**config.mk**
```make
export PLATFORM = sky130hd
export DESIGN_NAME = csr_access_unit
export DESIGN_NICKNAME = d
export VERILOG_FILES = /design/src/rtl/csr_access_pkg.sv /design/src/rtl/csr_perm_check.sv /design/src/rtl/csr_rmw.sv /design/src/rtl/csr_tvec_bank.sv /design/src/rtl/csr_access_unit.sv
export SDC_FILE = /design/constraint.sdc
export NUM_CORES = 1
export LEC_CHECK = 0
export ABC_AREA = 1
export BUFFER_PORTS_ARGS = -buffer_cell sky130_fd_sc_hd__buf_2
export CORE_ASPECT_RATIO = 2
export CORE_UTILIZATION = 45
export CTS_BUF_LIST = sky130_fd_sc_hd__clkbuf_4
export DETAILED_ROUTE_END_ITERATION = 10
export PLACE_DENSITY = 0.7
export SLEW_MARGIN = 20
export SYNTH_ARGS = -nofsm -noshare
export SYNTH_HDL_FRONTEND = slang
export SYNTH_SLANG_ARGS = --single-unit
export TNS_END_PERCENT = 50
```
**constraint.sdc**
```tcl
create_clock -name clk_i -period 3.1 [get_ports clk_i]
set_input_delay 0.62 -clock clk_i [delete_from_list [all_inputs] [get_ports clk_i]]
set_output_delay 0.62 -clock clk_i [all_outputs]
set_load 0.02 [all_outputs]
```
**src/rtl/csr_access_pkg.sv**
```systemverilog
package csr_access_pkg;
  typedef enum logic [1:0] {
    OP_READ  = 2'b00,
    OP_WRITE = 2'b01,
    OP_SET   = 2'b10,
    OP_CLEAR = 2'b11
  } csr_op_e;

  typedef enum logic [1:0] {
    FPK_NONE  = 2'b00,
    FPK_FLAGS = 2'b01,
    FPK_RMODE = 2'b10,
    FPK_CTRL  = 2'b11
  } fp_kind_e;

  localparam logic [11:0] ADDR_FP_FLAGS = 12'h001;
  localparam logic [11:0] ADDR_FP_RMODE = 12'h002;
  localparam logic [11:0] ADDR_FP_CTRL  = 12'h003;
  localparam logic [11:0] ADDR_TVEC_M   = 12'h305;
  localparam logic [11:0] ADDR_TVEC_S   = 12'h105;

  localparam int unsigned FLAG_W  = 5;
  localparam int unsigned RMODE_W = 3;
  localparam int unsigned CTRL_W  = FLAG_W + RMODE_W;
  localparam int unsigned N_TVEC  = 2;
endpackage

```
**src/rtl/csr_perm_check.sv**
```systemverilog
module csr_perm_check (
  input  logic        valid_i,
  input  logic [11:0] addr_i,
  input  logic [1:0]  priv_i,
  input  logic        debug_i,
  input  logic        mask_nz_i,
  input  logic        pred_ok_i,
  input  logic        has_read_i,
  input  logic        internal_hit_i,
  input  logic        fp_hit_i,
  input  logic [1:0]  fs_i,
  output logic        illegal_o
);
  logic priv_fail, ro_fail, pred_fail, fp_fail;

  always_comb begin
    priv_fail = !debug_i && (priv_i < addr_i[9:8]);
    ro_fail   = (addr_i[11:10] == 2'b11) && mask_nz_i;
    pred_fail = !pred_ok_i || (!has_read_i && !internal_hit_i);
    fp_fail   = fp_hit_i && (fs_i == 2'b00) && !debug_i;
    illegal_o = valid_i && (priv_fail || ro_fail || pred_fail || fp_fail);
  end
endmodule

```
**src/rtl/csr_rmw.sv**
```systemverilog
module csr_rmw
  import csr_access_pkg::*;
#(
  parameter int unsigned XLEN = 32
) (
  input  csr_op_e          op_i,
  input  fp_kind_e         fp_kind_i,
  input  logic [XLEN-1:0]  src_i,
  input  logic [XLEN-1:0]  old_i,
  output logic             mask_nz_o,
  output logic [XLEN-1:0]  wdata_o
);
  logic [XLEN-1:0] mask, newv, keep, merged;

  always_comb begin
    unique case (op_i)
      OP_WRITE: begin newv = src_i;      mask = '1;    end
      OP_SET:   begin newv = '1;         mask = src_i; end
      OP_CLEAR: begin newv = '0;         mask = src_i; end
      default:  begin newv = '0;         mask = '0;    end
    endcase
    unique case (fp_kind_i)
      FPK_FLAGS: keep = XLEN'((1 << FLAG_W) - 1);
      FPK_RMODE: keep = XLEN'((1 << RMODE_W) - 1);
      FPK_CTRL:  keep = XLEN'((1 << CTRL_W) - 1);
      default:   keep = '1;
    endcase
    merged    = (old_i & ~mask) | (newv & mask);
    wdata_o   = merged & keep;
    mask_nz_o = |mask;
  end
endmodule

```
**src/rtl/csr_tvec_bank.sv**
```systemverilog
module csr_tvec_bank #(
  parameter int unsigned          XLEN       = 32,
  parameter int unsigned          N          = 2,
  parameter logic [XLEN-1:0]      TVEC_RESET = '0
) (
  input  logic                   clk_i,
  input  logic                   rst_ni,
  input  logic [N-1:0]           wr_req_i,
  input  logic [XLEN-1:0]        wdata_i,
  output logic [N-1:0][XLEN-1:0] q_o
);
  // only direct (0) and vectored (1) modes are accepted
  logic mode_ok;
  assign mode_ok = (wdata_i[1:0] == 2'b00) || (wdata_i[1:0] == 2'b01);

  for (genvar i = 0; i < N; i++) begin : g_vec
    always_ff @(posedge clk_i or negedge rst_ni) begin
      if (!rst_ni)                     q_o[i] <= TVEC_RESET;
      else if (wr_req_i[i] && mode_ok) q_o[i] <= wdata_i;
    end

    p_tvec_hold_r7: assert property (@(posedge clk_i) disable iff (!rst_ni)
      (wr_req_i[i] && wdata_i[1]) |=> $stable(q_o[i]));
    p_tvec_take_r7: assert property (@(posedge clk_i) disable iff (!rst_ni)
      (wr_req_i[i] && !wdata_i[1]) |=> (q_o[i] == $past(wdata_i)));
  end
endmodule

```
**src/rtl/csr_access_unit.sv**
```systemverilog
module csr_access_unit
  import csr_access_pkg::*;
#(
  parameter int unsigned     XLEN       = 32,
  parameter logic [XLEN-1:0] TVEC_RESET = '0
) (
  input  logic             clk_i,
  input  logic             rst_ni,
  input  logic             req_valid_i,
  input  logic [11:0]      csr_addr_i,
  input  logic [1:0]       priv_i,
  input  logic             debug_i,
  input  logic [1:0]       op_i,
  input  logic [XLEN-1:0]  src_i,
  input  logic             pred_ok_i,
  input  logic             has_read_i,
  input  logic [1:0]       fs_i,
  input  logic [XLEN-1:0]  rf_rdata_i,
  output logic             illegal_o,
  output logic [XLEN-1:0]  old_o,
  output logic [XLEN-1:0]  wdata_o,
  output logic             we_o,
  output logic             fs_dirty_o
);
  logic [N_TVEC-1:0]            tvec_hit;
  logic [N_TVEC-1:0]            tvec_wr;
  logic [N_TVEC-1:0][XLEN-1:0]  tvec_q;
  logic                         any_tvec, fp_hit, mask_nz, write_ok;
  fp_kind_e                     fp_kind;

  always_comb begin
    tvec_hit[0] = (csr_addr_i == ADDR_TVEC_M);
    tvec_hit[1] = (csr_addr_i == ADDR_TVEC_S);
    any_tvec    = |tvec_hit;
    unique case (csr_addr_i)
      ADDR_FP_FLAGS: fp_kind = FPK_FLAGS;
      ADDR_FP_RMODE: fp_kind = FPK_RMODE;
      ADDR_FP_CTRL:  fp_kind = FPK_CTRL;
      default:       fp_kind = FPK_NONE;
    endcase
    fp_hit = (fp_kind != FPK_NONE);
    old_o  = rf_rdata_i;
    for (int i = 0; i < N_TVEC; i++)
      if (tvec_hit[i]) old_o = tvec_q[i];
  end

  csr_rmw #(.XLEN(XLEN)) u_rmw (
    .op_i      (csr_op_e'(op_i)),
    .fp_kind_i (fp_kind),
    .src_i     (src_i),
    .old_i     (old_o),
    .mask_nz_o (mask_nz),
    .wdata_o   (wdata_o)
  );

  csr_perm_check u_perm (
    .valid_i        (req_valid_i),
    .addr_i         (csr_addr_i),
    .priv_i         (priv_i),
    .debug_i        (debug_i),
    .mask_nz_i      (mask_nz),
    .pred_ok_i      (pred_ok_i),
    .has_read_i     (has_read_i),
    .internal_hit_i (any_tvec),
    .fp_hit_i       (fp_hit),
    .fs_i           (fs_i),
    .illegal_o      (illegal_o)
  );

  assign write_ok   = req_valid_i && !illegal_o && mask_nz;
  assign we_o       = write_ok && !any_tvec;
  assign fs_dirty_o = write_ok && fp_hit;
  assign tvec_wr    = write_ok ? tvec_hit : '0;

  csr_tvec_bank #(.XLEN(XLEN), .N(N_TVEC), .TVEC_RESET(TVEC_RESET)) u_tvec (
    .clk_i    (clk_i),
    .rst_ni   (rst_ni),
    .wr_req_i (tvec_wr),
    .wdata_i  (wdata_o),
    .q_o      (tvec_q)
  );

  p_we_legal_r4: assert property (@(posedge clk_i) disable iff (!rst_ni)
    we_o |-> (!illegal_o && req_valid_i));
  p_ro_no_write_r2: assert property (@(posedge clk_i) disable iff (!rst_ni)
    we_o |-> (csr_addr_i[11:10] != 2'b11));
  p_priv_r1: assert property (@(posedge clk_i) disable iff (!rst_ni)
    (req_valid_i && !debug_i && (priv_i < csr_addr_i[9:8])) |-> illegal_o);
  p_fs_dirty_r9: assert property (@(posedge clk_i) disable iff (!rst_ni)
    fs_dirty_o |-> (!illegal_o && fp_hit && !we_o == 1'b0));
  p_idle_r11: assert property (@(posedge clk_i) disable iff (!rst_ni)
    !req_valid_i |-> (!illegal_o && !we_o && !fs_dirty_o));
  p_fp_gate_r8: assert property (@(posedge clk_i) disable iff (!rst_ni)
    (req_valid_i && fp_hit && fs_i == 2'b00 && !debug_i) |-> illegal_o);
endmodule

```
# ---- After elaboration in Yosys (flattened, before gate mapping)
# Index checks and enable logic that the tools add are counted.
dict set report word_totals {
  in_bits 88
  reg_bits 64
  word_cells 56
  output_inout_bits 67
}
dict set report op_classes {
  n_eq_ne 13
  muxes 7
  n_bitwise 5
  reduce_logical 28
  magnitude_cmp 1
}
# cell n
set op_table {}
lappend op_table {{$pmux 32 s2} 2}
lappend op_table {{$and 32x32->32} 3}
lappend op_table {{$pmux 32 s3} 1}
lappend op_table {{$mux 32} 2}
lappend op_table {{$not 32->32} 1}
lappend op_table {{$or 32x32->32} 1}
lappend op_table {{$reduce_or 32->1} 1}
lappend op_table {{$eq 12x2->1 const B} 2}
lappend op_table {{$eq 12x1->1 const B} 1}
lappend op_table {{$eq 12x10->1 const B} 1}
lappend op_table {{$eq 12x9->1 const B} 1}
lappend op_table {{$logic_and 1x1->1} 12}
lappend op_table {{$eq 2x2->1 const B} 5}
lappend op_table {{$eq 2x1->1 const B} 3}
lappend op_table {{$pmux 2 s3} 1}
lappend op_table {{$logic_not 1->1} 5}
lappend op_table {{$logic_or 1x1->1} 5}
lappend op_table {{$logic_not 2->1} 2}
lappend op_table {{$reduce_or 2->1} 2}
lappend op_table {{$lt 2x2->1} 1}
lappend op_table {{$mux 2} 1}
lappend op_table {{$reduce_bool 2->1} 1}

# ---- Logic depth before layout (Yosys ltp)
dict set report depth {
  depth_word 14
  ltp_mapped 14
}

# ---- By module
# A second synthesis with hierarchy kept.
dict set report unflattened {
  hier_cells 860
  hier_area_um2 5127.4
}
# module area_per_inst_um2 seq_area_each_um2 cells_each instances
set modules_own_cells {}
lappend modules_own_cells {csr_tvec_bank 2570.0 1601.5 276 1}
lappend modules_own_cells {csr_rmw 1251.2 0.0 283 1}
lappend modules_own_cells {csr_access_unit 1228.7 0.0 284 1}
lappend modules_own_cells {csr_perm_check 77.6 0.0 17 1}

# ---- Worst setup path before layout
# OpenSTA, ideal clock, no wires.
dict set report synth_timing {
  path_kind {input to output}
  from {input port csr_addr_i[7]}
  to {output port illegal_o}
  t_arrival_ps 2358
  path_slack_ps 122
  n_path_buf 0
  stages 10
  required_time_ps 2480
  path_cell_list {nor2_1 > nand2_1 > nor3_1 > nand3_1 > ha_1 > inv_1 > nand2_1 > a21oi_1 > nor2_4 > a21boi_0}
}
dict set report synth_between {
  elab_chain_len 8
}
# element line
set synth_rtl {}
lappend synth_rtl {{start, declared} csr_access_unit.sv:10} ;# input logic [11:0] csr_addr_i,
lappend synth_rtl {{branches (longest 6 deep; another with $eq 12x2->1)} --}
lappend synth_rtl {{$logic_or 1x1->1 *} csr_perm_check.sv:21} ;# illegal_o = valid_i && (priv_fail || ro_fail || pred_fail || fp_fail);
lappend synth_rtl {{$logic_and 1x1->1 *} csr_perm_check.sv:21}
lappend synth_rtl {{end, declared} csr_access_unit.sv:19} ;# output logic illegal_o,
# Mark *: on every way between the ends.

# ---- Worst setup path in the final report
dict set report layout_timing {
  from {input port csr_addr_i[11]}
  to {output port wdata_o[6]}
}
dict set report layout_between {
  elab_chain_len 6
}
# element line
set layout_rtl {}
lappend layout_rtl {{branches (longest 5 deep; another with $pmux 32 s3)} --}
lappend layout_rtl {{$and 32x32->32 *} csr_rmw.sv:29} ;# wdata_o = merged & keep;
lappend layout_rtl {{end, declared} csr_access_unit.sv:21} ;# output logic [XLEN-1:0] wdata_o,
# Marked as above.

==> metrics.csv <==
metric,value,unit
ys_ff_latch,64,
peakVddDrop,226,uV
route.met2.wl,9710,um
crit_fanout,35,
tritoncts,built,
mostFrequentLayoutCells,"nand2_1, buf_2, inv_1, dfrtp_1, o21bai_2",
cts-root-buf,clkbuf_4,
ys_types,27,
tightest_slew,0.896,ns
routed_wl,17800,um
critPathRequiredTime,2.48,ns
clkTransAtPathRegs,0.12,ns
final.setup.tns,0,ns
worstSetupPathType,in -> out,
fillerInstances,1333,
vias,6042,
die_h,161,um
seq_area_frac_synth,28.0,%
reg_top3,u_tvec.q_o: 64 flops,
syn_area_per_cell,6.32,um^2
finalHoldViolCount,0,
hold_class,in -> async,
core,12300,um^2
grt_pass1_wl,28100,um
power,2090,uW
fin_crit_sh,95.4,%
first_pass_iters,5,
end_kind,output port,
cpMostUsedCell,nand2_1,
overflow,0,
std_cell_rows,57,
leakagePower,0.00419,uW
cp_num_buf_inv,4,
dpl_cell_area,6700,um^2
portBuffers,154,
io_pins,155,
ant_nets,0,
numCtsBuffers,9,
status,completed,
p_per_area,305,nW/um^2
final_common_cell,nand2_1,
top_layer,met4,
fin_nets,1151,
synth_edf_count,0,
synth_warnings,0,
syn2layout_area_growth,20.2,%
regMostFlops,u_tvec.q_o,
r2r_slack,1.09,ns
track_usage,28.4,%
gp_congestion,0.878,
met1_length,6690,um
crit_family,simple AND/OR/NAND/NOR gates,
antenna_found_initial,2,
final_area,6880,um^2
clk_path_buf_depth,2,
dp_hpwl,13500,um
period_needed,2.96,ns
largest_reg_flops,64,
cts_hold_buf,0,
clock-sinks,64,
drive_gt1_share,26.7,%
whs,0.153,ns
die_w,81.7,um
clock_latency,0.44,ns
htree_levels,3,
setup_viol,0,
cp_slowest_stage_delay,0.31,ns
cp_slowest_cell,a21oi_1,
async_flop_share,100,%
syn_inst,905,
start_kind,input port,
arrival,2.34,ns
clock.fmax,338,MHz
dieArea,13200,um^2
crit_chain,"buf_2, inv_2, nand2_1, nor2_4, nand3_2, buf_12, nand2_1, nand3_1, nand2_1, nand2_1, a21oi_1, buf_2",
maxSlewHeadroom,40.1,%
wl_met3,668,um
post_drt_wl_per_cell,14.7,um
slew_viol_final,0,
drt_iter0_drc,300,
initial_core_util,46.6,%
grt_pass1_vias,5925,
synth_area,5720,um^2
grt_max_degree,36,
vias_per_cell,4.99,
fin_skew,0.00996,ns
synthesis.nets,998,
rsz0062_at_grt,false,
drcViolationCount,0,
synth_flop_cell,dfrtp_1,
maxCapViolations,0,
==> cells in the mapped netlist (2+ instances only) <==
library cell    n  area, um^2
clkbuf_1       13        48.8
nor3_1          2        10.0
buf_1           3        11.3
nor2_2          2        12.5
o21ai_1         3        15.0
nand2_4         2        22.5
o21ai_0         5        25.0
inv_1         143         537
a21oi_1        32         160
nand2_2         4        25.0
nand3_1        27         135
nand2_1       426        1600
buf_6           8        90.1
o211ai_1       23         173
o21bai_1        5        37.5
dfrtp_1        64        1600
nand3b_1       23         173
nor2_4          4        45.0
nor2_1         22        82.6
o21bai_2       58         653
inv_2           4        15.0
ha_1            5        62.6
buf_4          11        82.6
buf_2          13        65.1
==> final cells by class <==
class	count	area (um^2)	area share, %
Clock buffer	10	75.1	1.09
Multi-Input combinational cell	646	3280	47.8
Timing Repair Buffer	190	1090	15.9
Antenna cell	2	5.00	0.0728
Tap cell	147	184	2.68
Sequential cell	64	1600	23.3
Clock inverter	6	83.8	1.22
Inverter	147	552	8.03
==> logic make-up (layout without fill, tap and decap cells) <==
kind of cell,Yosys count,count (layout),share of synthesized area [%]
buffers and inverters,195,353,14.9
AO/OA/AOI/OAI,127,127,18.7
adder cells (fa/ha/maj),5,5,1.09
AND/OR/NAND/NOR,514,514,37.3
other,0,2,0
flip-flops,64,64,28.0
==> report_power, final <==
part	internal (uW)	switching, uW
Clock	332	341
Sequential	835	0.390
Combinational	206	380
==> per-layer routing <==
layer	vias up	GRT usage [%]
met5	-	0
met4	0	13.6
li1	3063	-
met3	52	3.62
met2	190	52.7
met1	2737	30.2
==> worst reg2reg max path, stage by stage, from the launching register on <==
cell and delay [ns]:
dfrtp_1 0.38, inv_1 0.07, nand3_1 0.07, nand3_1 0.12, nand3_1 0.09, nand2_2 0.14, nand2_4 0.07, nor2_4 0.68
nand2_1 0.20, nand2_1 0.12
==> per-stage QoR <==
step	util, %	std cells	setup slack [ns]
after floorplan	-	905	0.122
after global placement	54.6	1194	0.0848
after detailed placement	54.6	1194	0.0536
after CTS	55.9	1210	0.0510
after global routing	56.0	1212	0.0376
final	56.0	1212	0.142
==> worst paths after layout <==
kind                                      startpoint                         end  cells after the start
max in group asynchronous                     rst_ni  u_tvec.q_o[49]$_DFFE_PN0P_                      2
min in group clk_i         u_tvec.q_o[1]$_DFFE_PN0P_   u_tvec.q_o[1]$_DFFE_PN0P_                      2
min reg2reg                u_tvec.q_o[1]$_DFFE_PN0P_   u_tvec.q_o[1]$_DFFE_PN0P_                      2
max reg2reg                u_tvec.q_o[1]$_DFFE_PN0P_  u_tvec.q_o[15]$_DFFE_PN0P_                      9
min                                           rst_ni  u_tvec.q_o[29]$_DFFE_PN0P_                      1
max                                   csr_addr_i[11]                  wdata_o[6]                     12
==> what timing repair did <==
item / in CTS / in global routing
buffers inserted: 0 / 0
endpoints found under the hold margin: 0 / 0
endpoints found under the setup margin: 0 / 11
resized for setup: 0 / 2
(Power assumes the default switching activity.)
